[src/rtl/eit_pkg.sv]
package eit_pkg;
  localparam int unsigned DEF_CNT_W  = 16;
  localparam int unsigned DEF_STAGES = 2;

  typedef enum logic {
    REF_EMPTY  = 1'b0,
    REF_LOADED = 1'b1
  } ref_state_e;
endpackage

[src/rtl/eit_edge_sync.sv]
module eit_edge_sync #(
  parameter int unsigned STAGES = 2
) (
  input  logic clk_i,
  input  logic rst_ni,
  input  logic async_i,
  output logic pulse_o
);
  logic [STAGES-1:0] chain_q;
  logic              last_q;

  generate
    for (genvar s = 0; s < STAGES; s++) begin : g_stage
      if (s == 0) begin : g_first
        always_ff @(posedge clk_i or negedge rst_ni) begin
          if (!rst_ni) chain_q[s] <= 1'b0;
          else         chain_q[s] <= async_i;
        end
      end else begin : g_next
        always_ff @(posedge clk_i or negedge rst_ni) begin
          if (!rst_ni) chain_q[s] <= 1'b0;
          else         chain_q[s] <= chain_q[s-1];
        end
      end
    end
  endgenerate

  always_ff @(posedge clk_i or negedge rst_ni) begin
    if (!rst_ni) last_q <= 1'b0;
    else         last_q <= chain_q[STAGES-1];
  end

  assign pulse_o = chain_q[STAGES-1] & ~last_q;
endmodule

[src/rtl/eit_tick_counter.sv]
module eit_tick_counter #(
  parameter int unsigned CNT_W = 16
) (
  input  logic             clk_i,
  input  logic             rst_ni,
  input  logic             tick_i,
  output logic [CNT_W-1:0] count_o
);
  localparam logic [CNT_W-1:0] ONE = CNT_W'(1);

  logic [CNT_W-1:0] count_q;

  always_ff @(posedge clk_i or negedge rst_ni) begin
    if (!rst_ni)     count_q <= '0;
    else if (tick_i) count_q <= count_q + ONE;  // wraps naturally
  end

  assign count_o = count_q;
endmodule

[src/rtl/eit_capture.sv]
module eit_capture
  import eit_pkg::*;
#(
  parameter int unsigned CNT_W = 16
) (
  input  logic             clk_i,
  input  logic             rst_ni,
  input  logic             pulse_i,
  input  logic [CNT_W-1:0] count_i,
  input  logic             clear_i,
  output logic [CNT_W-1:0] interval_o,
  output logic [CNT_W-1:0] capture_o,
  output logic             fresh_o,
  output logic             primed_o
);
  ref_state_e       ref_q;
  logic [CNT_W-1:0] ref_cnt_q;
  logic [CNT_W-1:0] interval_q;
  logic             fresh_q;
  logic             set_fresh;

  assign set_fresh = pulse_i && (ref_q == REF_LOADED);

  always_ff @(posedge clk_i or negedge rst_ni) begin
    if (!rst_ni) begin
      ref_q      <= REF_EMPTY;
      ref_cnt_q  <= '0;
      interval_q <= '0;
    end else if (pulse_i) begin
      ref_q     <= REF_LOADED;
      ref_cnt_q <= count_i;
      if (ref_q == REF_LOADED) interval_q <= count_i - ref_cnt_q;  // mod 2^W
    end
  end

  // Set beats clear
  always_ff @(posedge clk_i or negedge rst_ni) begin
    if (!rst_ni)        fresh_q <= 1'b0;
    else if (set_fresh) fresh_q <= 1'b1;
    else if (clear_i)   fresh_q <= 1'b0;
  end

  assign interval_o = interval_q;
  assign capture_o  = ref_cnt_q;
  assign fresh_o    = fresh_q;
  assign primed_o   = (ref_q == REF_LOADED);
endmodule

[src/rtl/evt_interval_timer.sv]
module evt_interval_timer #(
  parameter int unsigned CNT_W  = eit_pkg::DEF_CNT_W,
  parameter int unsigned STAGES = eit_pkg::DEF_STAGES
) (
  input  logic             clk_i,
  input  logic             rst_ni,
  input  logic             tick_i,
  input  logic             event_i,
  input  logic             clear_i,
  output logic [CNT_W-1:0] interval_o,
  output logic [CNT_W-1:0] capture_o,
  output logic             fresh_o
);
  logic             evt_pulse;
  logic             ref_vld;
  logic [CNT_W-1:0] count;

  eit_edge_sync #(.STAGES(STAGES)) u_sync (
    .clk_i  (clk_i),
    .rst_ni (rst_ni),
    .async_i(event_i),
    .pulse_o(evt_pulse)
  );

  eit_tick_counter #(.CNT_W(CNT_W)) u_cnt (
    .clk_i  (clk_i),
    .rst_ni (rst_ni),
    .tick_i (tick_i),
    .count_o(count)
  );

  eit_capture #(.CNT_W(CNT_W)) u_cap (
    .clk_i     (clk_i),
    .rst_ni    (rst_ni),
    .pulse_i   (evt_pulse),
    .count_i   (count),
    .clear_i   (clear_i),
    .interval_o(interval_o),
    .capture_o (capture_o),
    .fresh_o   (fresh_o),
    .primed_o  (ref_vld)
  );
endmodule

[config.mk]
export PLATFORM = sky130hd
export DESIGN_NAME = evt_interval_timer
export DESIGN_NICKNAME = d
export VERILOG_FILES = /design/src/rtl/eit_pkg.sv /design/src/rtl/eit_edge_sync.sv /design/src/rtl/eit_tick_counter.sv /design/src/rtl/eit_capture.sv /design/src/rtl/evt_interval_timer.sv
export SDC_FILE = /design/constraint.sdc
export NUM_CORES = 1
export LEC_CHECK = 0
export BUFFER_PORTS_ARGS = -buffer_cell sky130_fd_sc_hd__buf_2
export CORE_ASPECT_RATIO = 0.5
export CORE_UTILIZATION = 57
export DETAILED_ROUTE_END_ITERATION = 10
export MAX_ROUTING_LAYER = met4
export PLACE_DENSITY = 0.91
export SYNTH_ARGS = -nofsm -noshare
export SYNTH_HDL_FRONTEND = slang
export SYNTH_HIERARCHICAL = 1
export SYNTH_SLANG_ARGS = --single-unit
[constraint.sdc]
create_clock -name clk_i -period 3.1 [get_ports clk_i]
set_clock_uncertainty 0.2 [all_clocks]
set_input_delay 0.155 -clock clk_i [delete_from_list [all_inputs] [get_ports clk_i]]
set_output_delay 0.155 -clock clk_i [all_outputs]
set_load 0.02 [all_outputs]
==> results.md, run 1 <==
- The flow ran to the end, and the final reports show no timing, DRC or antenna violations.
- The post-CTS setup buffer count is 0.
- The final period demand of the worst path is 2727 ps.
- The total non-filler cell area in the finished layout is 0.003226 sq mm.
- After technology mapping, the gate count stands at 292.
- The count of cells resized by post-cts repair is 0.
- Input and output buffers added on the ports amount to 37.
- Based on the critical path, the design can be clocked at up to 366.8 MHz.
- The biggest area contributor in the post-synthesis netlist is sky130_fd_sc_hd__dfrtp_1.
- Before CTS, the worst setup slack after placement is 424.7 ps.
- In this run the worst setup path begins at u_cnt/count_o[0].
- The share of the synthesized area in the top cell type is 46.59%.
- In the final design database the tool counted 355 nets.
- Clock tree synthesis selected as its root buffer the cell sky130_fd_sc_hd__clkbuf_8.
- For this run, the total global-route usage over all layers was measured as 29.10%.
- The total overflow reported by the global router is 0.
- The setup violation total in the final timing report is 0.
- The worst path uses 87.95% of the clock period.
- The number of cell instances on the worst register-to-register path is 8.
- Summing all flip-flop and latch instances after layout gives 0.001326 sq mm.
- The number of cells in the finished layout apart from fillers is 400.
- For this run, the leading register cell type out of synthesis is sky130_fd_sc_hd__dfrtp_1.
- The number of cells in the design after placement is 388.
- The post-DP HPWL is 4766 um.
- The worst setup margin is 373.5 ps.
- The endpoint arrival time on the critical path is 2760 ps.
- In this run the cell area measured after placement is 0.003085 sq mm.
- The placer's final routability congestion estimate is 0.9117.
- The library cell with the highest instance count after synthesis is sky130_fd_sc_hd__dfrtp_1.
- For this design the static power due to leakage is 1.568 nW.
- The number of global-route vias before repair came to 2256.
- The worst flop-to-flop path endpoint is u_cap/interval_o[14].
- The fraction of synthesis flops using an asynchronous set or reset pin is 100.0%.
- The maximum number of pins on one net before global-route repair is 54.
- TritonCTS built the clock tree.
- Max-cap violations in this run came to 0.
- The die footprint is 0.005298 sq mm.
- From synthesis to final layout, the design area changed by 13.32%.
- The largest vdd supply drop is 0.4705 mV.
- The power density over the cells is 941.0 mW/mm^2.
- The average via count per standard cell is 5.855.
- In this run the worst hold path is classified as reg -> reg.
- The startpoint-to-endpoint class of the critical path is reg -> reg.
- The final number of max-transition violations came to 0.
- For this run, design rule violations remaining after detail routing come to 0.
- Synthesis produced a netlist with a net count of 314.
- The number of antenna diodes in the final layout is 0.
- The clock latency on the worst-skew pair is 310 ps.
- The number of different library cells used by synthesis comes to 44.
- The initial standard-cell utilization of the core is 61.96%.
- The floorplan has 17 rows.
- Counting instances in the post-synthesis netlist gives the leading cell types as 53 x sky130_fd_sc_hd__dfrtp_1, 44 x sky130_fd_sc_hd__nand2_1, 27 x sky130_fd_sc_hd__o21ai_0.
- In this run, synthesis produced a sequential element count of 53.
- Summing over every cut layer, the via total after detailed routing is 2342.
- The transition at the pin with the smallest max-transition slack is 1149 ps.
- The worst hold slack is 166.4 ps.
- Of all nets on the critical path, the largest fanout is 7.
- The remaining antenna violation count is 0.
- The data required time of the critical path is 3140 ps.
- The Yosys step of the flow raised 6 warnings.
- In the final routed layout, each cell accounts on average for 16.48 um.
- For this design, the sink count on the clock tree is 53.
- The capturing instance or port of the critical path is u_cap/interval_o[14].
- The clock buffer count from CTS is 5.
- The placeable core region is 0.004594 sq mm.
- The reg2reg setup slack is 370 ps.
- The post-route total power is 3.035 mW.
- The nature of the critical path endpoint is a flop.
- The post-CTS clock slew at the launch and capture registers of the worst setup and hold paths is 100 ps.
- The first TritonRoute pass finished after 5 iterations.
- The number of DRC markers after the initial detailed-route iteration is 166.
- The detailed-route wire length is 6592 um.
- The number of antenna violations at the first check in global routing is 0.
- The core occupancy in the finished layout is 70.21%.
- The number of levels in the clock H-tree is 2.
- Counting flops with a built-in enable in the synthesized netlist gives 0.
- A synthesized cell averages 9.748 sq um.
- The fraction of final layout cells with drive strength greater than 1 is 16.77%.
- Setup repair after global routing left no endpoint under its margin.
- From bottom edge to top edge, the die measures 51.97 um.
- The fill cell instance count of the final layout is 362.
- After routing, the total negative slack on setup checks comes to 0 ps.
- The total I/O pin count is 38.
- Summing the sequential cell areas from Yosys gives 46.59% of the chip area.
- The beginning of the worst register-to-register path is u_cnt/count_o[0].
- Ranked by total cell area, the synthesized netlist is headed by sky130_fd_sc_hd__dfrtp_1 47%, sky130_fd_sc_hd__ha_1 7.0%, sky130_fd_sc_hd__nand2_1 5.8%, sky130_fd_sc_hd__o21ai_0 4.7%, sky130_fd_sc_hd__xnor2_1 3.7%.
- The number of buffers on the longest clock path is 2.
- The number of hold violations in the final report is 0.
- The first-pass GRT wire length is 11110 um.
- Measured along the x axis, the die boundary spans 101.9 um.
- In this run the cell area of the synthesized design comes to 0.002846 sq mm.
- The tightest slew margin relative to the limit is 23.40%.
- In the final layout, the multi-input gates occupy 0.001401 sq mm.
- The critical path launch point type is a flop.
[logic make-up (layout without fill, tap and decap cells)]
logic type / count (synthesis) / count (layout) / synth area share [%]
AND/OR/NAND/NOR: 93 / 93 / 16.48
buffers and inverters: 29 / 71 / 4.176
multiplexers: 3 / 3 / 1.187
AO/OA/AOI/OAI: 76 / 76 / 17.36
XOR/XNOR: 21 / 21 / 6.462
adder cells (fa/ha/maj): 17 / 17 / 7.736
flip-flops: 53 / 53 / 46.59
[worst min path at each step]
stage,from,end,depth (start not counted)
floorplan,rst_ni,u_cap/capture_o[0],0
global placement,event_i,u_sync/chain_q[0],1
detailed placement,event_i,u_sync/chain_q[0],1
CTS,u_sync/chain_q[0],u_sync/chain_q[1],0
global route,u_sync/chain_q[0],u_sync/chain_q[1],0
finish,u_sync/chain_q[0],u_sync/chain_q[1],0
[timing repair]
item	in CTS	in global routing
endpoints found under the hold margin	58	0
hold buffers	4	0
endpoints found under the setup margin	0	0
[worst max-delay path, stage by stage (launching register included)]
cell	delay [ps]
sky130_fd_sc_hd__dfrtp_1	460
sky130_fd_sc_hd__inv_1	70
sky130_fd_sc_hd__ha_1	210
sky130_fd_sc_hd__fa_1	410
sky130_fd_sc_hd__nand2b_1	180
sky130_fd_sc_hd__a21o_1	230
sky130_fd_sc_hd__a2111oi_0	570
sky130_fd_sc_hd__nor3_1	130
sky130_fd_sc_hd__o31ai_2	190
[metal layers]
layer  vias to the layer above  GRT usage [%]  wire length (um)
met4                         0          7.619                42
met2                        89          41.22              2919
li1                       1110              -                 -
met3                         5          6.048               497
met5                         -              -                 0
met1                      1138          42.40              3132
[cell type report]
| class | count | share of cell area (%) |
|---|---|---|
| multi-input combinational | 210 | 43.44 |
| sequential | 53 | 41.12 |
| timing repair buffer | 43 | 7.448 |
| clock buffer | 6 | 2.560 |
| tap | 66 | 2.560 |
| inverter | 20 | 2.327 |
| clock inverter | 2 | 0.5431 |
[cells in the final DEF (no fill, tap or decap), drive strengths merged, types with 6 or more instances in the layout]
| cell type | count |
|---|---|
| o21a | 8 |
| nor3 | 9 |
| nor2 | 8 |
| ha | 16 |
| dfrtp | 53 |
| buf | 39 |
| a21oi | 12 |
| nand4 | 7 |
| nand2 | 44 |
| xnor2 | 12 |
| nand3 | 8 |
| o21ai | 28 |
| clkbuf | 6 |
| inv | 21 |
| o31ai | 8 |
| xor2 | 9 |
[power by group]
part / switching, mW / internal [mW]
logic: 0.932 / 0.632
registers: 0.170 / 0.874
clock network: 0.241 / 0.186
[flip-flops by register name, summed over array words and instances, names as in the netlist]
signal / count
u_cap/capture_o: 16
u_cap/interval_o: 16
u_cnt/count_o: 16
u_sync/chain_q: 2
u_cap/fresh_o: 1
u_cap/primed_o: 1
u_sync/last_q: 1
Note: power is estimated with default switching activity, not from simulation.
==> run 2, diff against run 1 <==
- clock period: 3.1 -> 2.75 ns (I/O delays scaled with it)
==> run 2 against run 1 <==
Against the previous run:
- flip-flop and latch count is the same
- highest routed layer unchanged
- wire length is 1.2% higher
- clock power is 13% higher
- largest power group unchanged
- die area unchanged
- maximum frequency grew 9.1%
- design area increased by 1.4%
==> results.md, run 2 (synthesis gave the netlist of run 1 again) <==
- The class of the worst hold path is reg -> reg.
- The area added between synthesis and finish is 14.86%.
- The clock latency on the worst-skew pair is 320 ps.
- The final layout contains routed wiring with a total length of 6674 um.
- The data required time of the critical path is 2790 ps.
- The number of global-route vias before repair came to 2205.
- Setup repair after global routing left no endpoint under its margin.
- The average via count per standard cell is 5.879.
- The floorplan has 17 rows.
- The number of hold violations in the final report is 0.
- The number of antenna violations at the first check in global routing is 0.
- The die covers 0.005298 sq mm.
- The biggest fanout along the worst timing path is 5.
- The smallest clock period supported by the final layout is computed as 2499 ps.
- The final net count is 361.
- Clock tree synthesis found a total of 53 sinks.
- The post-DP HPWL is 4821 um.
- Of the available clock period, the critical path in the final layout requires 90.85%.
- The antenna diode count is 0.
- The height of the chip is 51.97 um.
- The fraction of final layout cells with drive strength greater than 1 is 18.24%.
- For this run, the share of the core covered by cells in the final layout is 71.16%.
- The global routing usage summed across all routing layers is 29.14%.
- TritonCTS built the clock tree.
- For this configuration, the core starts out at a cell density of 61.96%.
- In this run the tool buffered the top-level ports with 37 buffer cells.
- The post-route total power is 3.500 mW.
- The total I/O pin count is 38.
- The nature of the critical path endpoint is a flop.
- The flow ran to the end, and the final reports show no timing, DRC or antenna violations.
- The first global-routing pass estimated 11030 um of wire.
- The critical path is of the reg -> reg type.
- After clock tree synthesis, the clock-pin slew on the worst setup and hold paths is 110 ps.
- The endpoint arrival time on the critical path is 2540 ps.
- The tightest slew margin relative to the limit is 22.21%.
- The congestion estimate from routability-driven global placement came to 0.9378.
- Dividing total power by cell area gives a power density of 1071 mW/mm^2.
- The transition at the pin with the smallest max-transition slack is 1167 ps.
- The fill cell instance count of the final layout is 343.
- The routed wirelength normalized by instance count is 16.44 um.
- Measured along the x axis, the die boundary spans 101.9 um.
- Adding up every negative setup slack in the final design gives 0 ps.
- In this run the static leakage power is 1.597 nW.
- The highest clock rate is 400.2 MHz.
- Leaving out fill and tap cells, the most frequent cell in the layout is sky130_fd_sc_hd__dfrtp_1.
- The number of buffers on the longest clock path is 2.
- The clock buffer count from CTS is 5.
- The worst hold slack is 162.8 ps.
- Setup violations remaining at the end of the flow were counted as 0.
- The first detailed-routing pass took 5 iterations.
- The total overflow reported by the global router is 0.
- The DRC violations left is 0.
- The largest vdd supply drop is 0.4938 mV.
- Leaving out fill and tap cells, the most frequent cells in the layout are 53 x sky130_fd_sc_hd__dfrtp_1, 44 x sky130_fd_sc_hd__nand2_1, 37 x sky130_fd_sc_hd__buf_2.
- The number of levels in the clock H-tree is 2.
- The routed layout has 2387 vias.
- The clock tree root driver cell is sky130_fd_sc_hd__clkbuf_8.
- The remaining antenna violation count is 0.
- The final number of max-transition violations is 0.
- The core region is 0.004594 sq mm.
- Across the run, the number of max-cap violations was 0.
- The number of DRC markers after the initial detailed-route iteration is 208.
- Entering global routing, the biggest net connects 54 pins.
- The critical path launch point type is a flop.
## run 2: cell types whose count changed in the layout (fill, tap and decap cells not counted), sizes merged
cell,change
buf,+6
clkbuf,-1
inv,+1
## run 2: path summary, 6_finish.rpt
kind	from	to	slack (ps)	depth (start not counted)
hold / removal	u_sync/chain_q[0]	u_sync/chain_q[1]	160	0
setup reg to reg	u_cap/capture_o[0]	u_cap/interval_o[14]	250	7
setup / recovery	u_cap/capture_o[0]	u_cap/interval_o[14]	250	7
min in group asynchronous	rst_ni	u_cnt/count_o[14]	390	2
max in group asynchronous	rst_ni	u_cap/interval_o[9]	1260	2
hold reg to reg	u_sync/chain_q[0]	u_sync/chain_q[1]	160	0
## run 2: metal layers
metal,vias up,routed length [um],global-route usage (%)
met3,10,405,4.570
met4,0,65,7.619
met5,-,0,-
li1,1126,-,-
met1,1158,3343,42.17
met2,93,2860,43.13
## run 2: through the flow
step                cells  instance area [sq um]  setup WS (ps)
floorplan             292                   2846          294.5
global placement      394                   3131          286.1
detailed placement    394                   3131          192.9
CTS                   406                   3268          171.1
global route          406                   3269          107.7
finish                406                   3269          251.5
## run 2: layout make-up
type,instances,area [sq um],share of cell area [%]
clock buffers,5,68.82,2.105
clock inverters,3,28.78,0.8802
inverters,20,75.07,2.296
multi-input cells,210,1403,42.90
flip-flops and latches,53,1326,40.57
well taps,66,82.58,2.526
repair buffers,49,285.3,8.726
## run 2: power breakdown
group / switching (mW) / internal [mW] / leakage, nW
clock network: 0.292 / 0.191 / 0.0506
registers: 0.136 / 0.986 / 0.673
logic: 1.13 / 0.767 / 0.873
## run 2: critical path, stage by stage (launching register included)
cell	delay [ps]
sky130_fd_sc_hd__dfrtp_1	410
sky130_fd_sc_hd__ha_1	230
sky130_fd_sc_hd__fa_1	420
sky130_fd_sc_hd__nand2b_1	190
sky130_fd_sc_hd__a21o_1	220
sky130_fd_sc_hd__a2111oi_1	470
sky130_fd_sc_hd__nor3_1	100
sky130_fd_sc_hd__o31ai_2	180
## run 2: timing repair
action | 4_1_cts | 5_1_grt
hold buffers | 4 | 0
setup buffers | 0 | 0
gates resized for setup | 0 | 1
hold endpoints to repair | 60 | 0
endpoints found under the setup margin | 0 | 1
